`config.mk`:
```
export PLATFORM = sky130hd
export DESIGN_NAME = bringup_seq
export DESIGN_NICKNAME = d
export VERILOG_FILES = /design/src/rtl/bringup_pkg.sv /design/src/rtl/bringup_timer.sv /design/src/rtl/bringup_hdr_check.sv /design/src/rtl/bringup_cal_pend.sv /design/src/rtl/bringup_fsm.sv /design/src/rtl/bringup_seq.sv
export SDC_FILE = /design/constraint.sdc
export NUM_CORES = 1
export LEC_CHECK = 0
export BUFFER_PORTS_ARGS = -buffer_cell sky130_fd_sc_hd__buf_2
export CORE_MARGIN = 2
export CORE_UTILIZATION = 57
export CTS_BUF_LIST = sky130_fd_sc_hd__clkbuf_4 sky130_fd_sc_hd__clkbuf_8 sky130_fd_sc_hd__clkbuf_16
export DETAILED_ROUTE_END_ITERATION = 8
export PLACE_DENSITY_LB_ADDON = 0.3
export SKIP_LAST_GASP = 1
export SYNTH_ARGS = -nofsm -noshare
export SYNTH_HDL_FRONTEND = slang
export SYNTH_HIERARCHICAL = 1
export SYNTH_SLANG_ARGS = --single-unit
```
`constraint.sdc`:
```
create_clock -name clk -period 3.6 [get_ports clk]
set_input_delay 0.36 -clock clk [delete_from_list [all_inputs] [get_ports clk]]
set_output_delay 0.36 -clock clk [all_outputs]
set_load 0.02 [all_outputs]
```
`src/rtl/bringup_pkg.sv`:
```
package bringup_pkg;

  localparam int unsigned RECAL_PULSE_CYC = 2;

  typedef enum logic [3:0] {
    ST_BOOT,
    ST_DDAC_REQ,
    ST_DDAC_WAIT,
    ST_HDR_REQ,
    ST_HDR_WAIT,
    ST_STAB,
    ST_CFG_REQ,
    ST_CFG_WAIT,
    ST_RDAC_REQ,
    ST_RDAC_WAIT,
    ST_SETTLE,
    ST_CALP,
    ST_READY
  } seq_state_e;

  // States in which the image sensor is held in reset.
  function automatic logic holds_sensor(seq_state_e s);
    return (s == ST_BOOT)     || (s == ST_DDAC_REQ) || (s == ST_DDAC_WAIT) ||
           (s == ST_HDR_REQ)  || (s == ST_HDR_WAIT) || (s == ST_CALP);
  endfunction

endpackage

```
`src/rtl/bringup_timer.sv`:
```
module bringup_timer #(
  parameter int W = 4
) (
  input  logic         clk,
  input  logic         rst_n,
  input  logic         load,
  input  logic [W-1:0] load_val,
  output logic         last
);

  logic [W-1:0] cnt_q;

  always_ff @(posedge clk) begin
    if (!rst_n)             cnt_q <= '0;
    else if (load)          cnt_q <= load_val;
    else if (cnt_q != '0)   cnt_q <= cnt_q - 1'b1;
  end

  // A wait loaded with N ends after N cycles in the waiting state.
  assign last = (cnt_q == W'(1));

endmodule

```
`src/rtl/bringup_hdr_check.sv`:
```
module bringup_hdr_check #(
  parameter int ADDR_W     = 16,
  parameter int FLASH_SIZE = 1 << ADDR_W
) (
  input  logic              clk,
  input  logic              rst_n,
  input  logic              capture,
  input  logic [ADDR_W-1:0] offset,
  input  logic [ADDR_W-1:0] length,
  output logic              hdr_ok
);

  localparam int SUM_W = ADDR_W + 1;
  localparam logic [SUM_W-1:0] LIMIT = SUM_W'(FLASH_SIZE);

  logic [SUM_W-1:0] end_addr;
  logic             ok_c;
  logic             ok_q;

  // One extra bit so the end address cannot wrap back into range.
  assign end_addr = {1'b0, offset} + {1'b0, length};
  assign ok_c     = (offset != '0) && (end_addr <= LIMIT);

  always_ff @(posedge clk) begin
    if (!rst_n)       ok_q <= 1'b0;
    else if (capture) ok_q <= ok_c;
  end

  assign hdr_ok = ok_q;

endmodule

```
`src/rtl/bringup_cal_pend.sv`:
```
module bringup_cal_pend (
  input  logic clk,
  input  logic rst_n,
  input  logic req,
  input  logic take,
  output logic pending
);

  logic pend_q;

  // A new request wins over a take in the same cycle, so it gets a later pulse.
  always_ff @(posedge clk) begin
    if (!rst_n)    pend_q <= 1'b0;
    else if (req)  pend_q <= 1'b1;
    else if (take) pend_q <= 1'b0;
  end

  assign pending = pend_q;

endmodule

```
`src/rtl/bringup_fsm.sv`:
```
module bringup_fsm
  import bringup_pkg::*;
#(
  parameter int TMR_W      = 4,
  parameter int STAB_CYC   = 5,
  parameter int SETTLE_CYC = 7
) (
  input  logic             clk,
  input  logic             rst_n,
  input  logic             dac_done,
  input  logic             hdr_done,
  input  logic             cfg_done,
  input  logic             hdr_ok,
  input  logic             tmr_last,
  input  logic             cal_pend,
  output logic             dac_dflt_req,
  output logic             dac_load_req,
  output logic             hdr_req,
  output logic             cfg_req,
  output logic             hdr_cap,
  output logic             tmr_load,
  output logic [TMR_W-1:0] tmr_val,
  output logic             cal_take,
  output logic             sensor_rst_n,
  output logic             init_done
);

  localparam logic [TMR_W-1:0] STAB_V   = TMR_W'(STAB_CYC);
  localparam logic [TMR_W-1:0] SETTLE_V = TMR_W'(SETTLE_CYC);
  localparam logic [TMR_W-1:0] PULSE_V  = TMR_W'(RECAL_PULSE_CYC);

  seq_state_e state_q, nxt;
  logic       srst_n_q;
  logic       done_q;

  always_comb begin
    nxt          = state_q;
    dac_dflt_req = 1'b0;
    dac_load_req = 1'b0;
    hdr_req      = 1'b0;
    cfg_req      = 1'b0;
    hdr_cap      = 1'b0;
    tmr_load     = 1'b0;
    tmr_val      = '0;
    cal_take     = 1'b0;
    unique case (state_q)
      ST_BOOT: nxt = ST_DDAC_REQ;
      ST_DDAC_REQ: begin
        dac_dflt_req = 1'b1;
        nxt          = ST_DDAC_WAIT;
      end
      ST_DDAC_WAIT: if (dac_done) nxt = ST_HDR_REQ;
      ST_HDR_REQ: begin
        hdr_req = 1'b1;
        nxt     = ST_HDR_WAIT;
      end
      ST_HDR_WAIT: begin
        if (hdr_done) begin
          hdr_cap  = 1'b1;
          tmr_load = 1'b1;
          tmr_val  = STAB_V;
          nxt      = ST_STAB;
        end
      end
      ST_STAB: begin
        if (tmr_last) begin
          if (hdr_ok) begin
            nxt = ST_CFG_REQ;
          end else begin
            tmr_load = 1'b1;
            tmr_val  = SETTLE_V;
            nxt      = ST_SETTLE;
          end
        end
      end
      ST_CFG_REQ: begin
        cfg_req = 1'b1;
        nxt     = ST_CFG_WAIT;
      end
      ST_CFG_WAIT: if (cfg_done) nxt = ST_RDAC_REQ;
      ST_RDAC_REQ: begin
        dac_load_req = 1'b1;
        nxt          = ST_RDAC_WAIT;
      end
      ST_RDAC_WAIT: begin
        if (dac_done) begin
          tmr_load = 1'b1;
          tmr_val  = SETTLE_V;
          nxt      = ST_SETTLE;
        end
      end
      ST_SETTLE: begin
        if (tmr_last) begin
          tmr_load = 1'b1;
          tmr_val  = PULSE_V;
          nxt      = ST_CALP;
        end
      end
      ST_CALP: if (tmr_last) nxt = ST_READY;
      ST_READY: begin
        if (cal_pend) begin
          cal_take = 1'b1;
          tmr_load = 1'b1;
          tmr_val  = PULSE_V;
          nxt      = ST_CALP;
        end
      end
      default: nxt = ST_BOOT;
    endcase
  end

  always_ff @(posedge clk) begin
    if (!rst_n) begin
      state_q  <= ST_BOOT;
      srst_n_q <= 1'b0;
      done_q   <= 1'b0;
    end else begin
      state_q  <= nxt;
      srst_n_q <= !holds_sensor(nxt);
      if (state_q == ST_CALP && tmr_last) done_q <= 1'b1;
    end
  end

  assign sensor_rst_n = srst_n_q;
  assign init_done    = done_q;

endmodule

```
`src/rtl/bringup_seq.sv`:
```
module bringup_seq #(
  parameter int ADDR_W     = 16,
  parameter int FLASH_SIZE = 1 << ADDR_W,
  parameter int STAB_CYC   = 1000,
  parameter int SETTLE_CYC = 1000
) (
  input  logic              clk,
  input  logic              rst_n,
  output logic              dac_dflt_req,
  output logic              dac_load_req,
  input  logic              dac_done,
  output logic              hdr_req,
  input  logic              hdr_done,
  input  logic [ADDR_W-1:0] hdr_offset,
  input  logic [ADDR_W-1:0] hdr_length,
  output logic              cfg_req,
  input  logic              cfg_done,
  input  logic              host_cal_req,
  output logic              sensor_rst_n,
  output logic              init_done
);

  localparam int WAIT_MAX0 = (STAB_CYC > SETTLE_CYC) ? STAB_CYC : SETTLE_CYC;
  localparam int WAIT_MAX  = (WAIT_MAX0 > int'(bringup_pkg::RECAL_PULSE_CYC)) ?
                             WAIT_MAX0 : int'(bringup_pkg::RECAL_PULSE_CYC);
  localparam int TMR_W     = $clog2(WAIT_MAX + 1);

  logic             hdr_cap;
  logic             hdr_ok;
  logic             tmr_load;
  logic [TMR_W-1:0] tmr_val;
  logic             tmr_last;
  logic             cal_pend;
  logic             cal_take;

  bringup_timer #(.W(TMR_W)) u_timer (
    .clk      (clk),
    .rst_n    (rst_n),
    .load     (tmr_load),
    .load_val (tmr_val),
    .last     (tmr_last)
  );

  bringup_hdr_check #(.ADDR_W(ADDR_W), .FLASH_SIZE(FLASH_SIZE)) u_hdr (
    .clk     (clk),
    .rst_n   (rst_n),
    .capture (hdr_cap),
    .offset  (hdr_offset),
    .length  (hdr_length),
    .hdr_ok  (hdr_ok)
  );

  bringup_cal_pend u_pend (
    .clk     (clk),
    .rst_n   (rst_n),
    .req     (host_cal_req),
    .take    (cal_take),
    .pending (cal_pend)
  );

  bringup_fsm #(
    .TMR_W      (TMR_W),
    .STAB_CYC   (STAB_CYC),
    .SETTLE_CYC (SETTLE_CYC)
  ) u_fsm (
    .clk          (clk),
    .rst_n        (rst_n),
    .dac_done     (dac_done),
    .hdr_done     (hdr_done),
    .cfg_done     (cfg_done),
    .hdr_ok       (hdr_ok),
    .tmr_last     (tmr_last),
    .cal_pend     (cal_pend),
    .dac_dflt_req (dac_dflt_req),
    .dac_load_req (dac_load_req),
    .hdr_req      (hdr_req),
    .cfg_req      (cfg_req),
    .hdr_cap      (hdr_cap),
    .tmr_load     (tmr_load),
    .tmr_val      (tmr_val),
    .cal_take     (cal_take),
    .sensor_rst_n (sensor_rst_n),
    .init_done    (init_done)
  );

endmodule

```
==> metrics.yaml <==
grt:
  grt_util_all_layers: 0.253
  overflow: 0
  antenna_found_initial: 0
  grt_pass1_vias: 2240
  grt_pass1_wl_mm: 10.3
  grt_max_degree: 20
detailed_routing:
  wl_per_cell_um: 15.6
  ant_nets: 0
  drt_iter0_drc: 262
  drc: 0
  drt_pass1_iterations: 6
  vias: 2514
  vias_per_cell: 6.41
  finalWirelength_mm: 6.11
sta:
  setup-violations-final: 0
  report.final.hold_viol_count: 0
  post-route-min-period_ps: 3220
  slew_headroom: 0.545
  finalClockSkew_ps: 4.49
  whs_ps: 313
  slew_violations: 0
  finalSetupTns_ps: 0
  tightestPinTransition_ps: 676
  max_freq_ghz: 0.310
  rsz0062_at_grt: "no"
  fin_crit_sh: 0.896
synth:
  yosys_register_bits: 18
  yosys.area_share.adder: 0.101
  avgSynthCellArea_sq_um: 7.78
  synth_top_area_cell: "dfxtp_1"
  yosysWarnings: 6
  synth_edf_count: 0
  synthMuxAreaShare: 0.0123
  synthDistinctLibCells: 79
  yosys.area_share.simple: 0.300
  syn_area_sq_um: 2440
  synth.top_cell.area_share: 0.148
  synth_compound_area_frac: 0.330
  synthCells: 313
  synth_top_family_by_area: "compound AO/OA/AOI/OAI gates"
  synth_xor_area_frac: 0.0180
  ys_seq_area_frac: 0.148
  synth_common_cells: "nand2_1, a21oi_1, dfxtp_1, ha_1, nor2_1"
  async_flop_share: 0
  synthFlopType: "dfxtp_1"
  post-synth-top-count-cell: "nand2_1"
  synthTopCellsByArea: "dfxtp_1, ha_1, a21oi_1, o21ai_0, nand2_1"
worst_setup_path:
  path_cells: "or4_4, nor3_2, and3_1, nand2_1, nor3_1, a31oi_1, a211oi_1, buf_4, or2_1, inv_1, o221a_1"
  path_buf_inv: 2
  path_max_fanout: 12
  criticalPathCategory: "flop to flop"
  end_kind: "flop"
  slowest_delay_ps: 570
  crit_required_ps: 3740
  critPathArrivalTime_ps: 3370
  crit_family: "simple AND/OR/NAND/NOR gates"
  cp_slowest_cell: "or4_4"
  r2r_setup_slack_ps: 380
  crit_path_start_kind: "flop"
floorplan:
  num_rows: 23
  io_pins: 44
  fp.dieW_um: 69.4
  start_util: 0.600
  core_area_sq_um: 4060
  die_area_sq_um: 4810
  floorplan.die.height_um: 69.4
clock_tree:
  clockBufferDepth: 2
  clock_latency_ps: 250
  cts_resized: 0
  cts_made_buffers: 3
  clockRootBuffer: "clkbuf_8"
  cts_tree: "yes"
  clk_pin_slew_ps: 70
  cts_num_sinks: 18
  ctsHoldBuffers: 0
  cts_setup_buffers: 0
  cts-htree-levels: 1
finish:
  nets: 400
  n_antenna_cell: 0
  drive_above_1_share: 0.211
  n_fill_cell: 350
  syn_to_final_growth_pct: 8.12
hold_path:
  hold_class: "primary input to flop"
pwr:
  p_per_area_nw_per_um2: 456
  vdd_ir_drop_max_mv: 0.464
  power.leakage_nw: 1.08
outcome:
  outcome: "finished clean"
placed_design:
  gp_routability_congestion: 0.976
  dp_hpwl_mm: 4.77
  numPortBuffers: 43
flow_run:
  maxCapViolCount: 0
==> flip-flops by register name (all words and copies together), names as in the netlist <==
register,cells
u_fsm/init_done,1
u_fsm/sensor_rst_n,1
u_fsm/state_q,4
u_hdr/hdr_ok,1
u_pend/pending,1
u_timer/cnt_q,10
==> where the power goes <==
group	total (mW)	switching [mW]	internal, mW
logic	0.694	0.376	0.318
registers	0.340	0.0814	0.258
clock network	0.168	0.0708	0.0972
total	1.20	0.529	0.673
==> worst paths after layout <==
path                            cells past startpoint          endpoint             start
worst max register to register                     11  u_timer/cnt_q[6]  u_timer/cnt_q[4]
worst max-delay path                               11  u_timer/cnt_q[6]  u_timer/cnt_q[4]
worst min-delay path                                2    u_pend/pending      host_cal_req
worst min register to register                      1   u_fsm/init_done   u_fsm/init_done
==> final cells by class <==
class                      instances  area (sq um)  area share
multi-input combinational        259          1870       0.708
tap                               50          62.6      0.0238
clock buffer                       4          55.1      0.0209
inverter                          16          60.1      0.0228
sequential                        18           360       0.137
timing repair buffer              45           230      0.0874
==> worst reg2reg max path, stage by stage, from the launching register on <==
cell	delay [ps]
dfxtp_1	350
or4_4	570
nor3_2	220
and3_1	320
nand2_1	110
nor3_1	160
a31oi_1	70
a211oi_1	270
buf_4	180
or2_1	330
inv_1	230
o221a_1	300
==> routing by layer <==
metal / wire (um) / share of wire / GRT usage
met3: 443 / 0.072 / 0.0349
met4: 100 / 0.016 / 0.0566
met2: 2940 / 0.48 / 0.428
met5: 0 / 0 / 0
met1: 2630 / 0.43 / 0.339
==> logic make-up after synthesis <==
logic type / count (synthesis)
compound gates: 107
simple gates: 122
mux: 3
fa+ha+maj: 19
other cells: 1
xor+xnor: 5
buf+inv: 38
flops: 18
==> layout by cell type, fill, tap and decap left out, types with 3 or more instances in the layout <==
cell / count
nor4_1: 6
o21bai_1: 3
dfxtp_1: 18
nand3b_1: 4
o21ai_1: 4
a21oi_1: 18
nand2b_1: 7
o2111ai_1: 4
a31oi_1: 3
or3b_1: 3
nor3_1: 11
inv_1: 15
nor3b_1: 3
o211ai_1: 5
and3_1: 7
o21a_1: 6
a21o_1: 4
xnor2_1: 5
nand4_1: 3
a21oi_2: 3
a2111o_1: 3
ha_1: 18
nand3_1: 13
nor2_1: 18
a211oi_1: 4
clkbuf_8: 4
nand2_1: 20
conb_1: 3
buf_2: 43
mux2i_1: 3
o21ai_0: 17
o31ai_1: 4
==> stage by stage <==
step	total power, mW	cells	worst slack, ps	util	instance area [sq um]
2_1_floorplan	0.890	315	695	-	2440
3_3_place_gp	1.00	388	591	0.636	2580
3_5_place_dp	1.02	388	490	0.636	2580
4_1_cts	1.19	392	468	0.649	2630
5_1_grt	1.30	392	118	0.649	2630
6_report	1.20	392	376	0.649	2630
No activity file was read; power rests on OpenSTA's default activity.
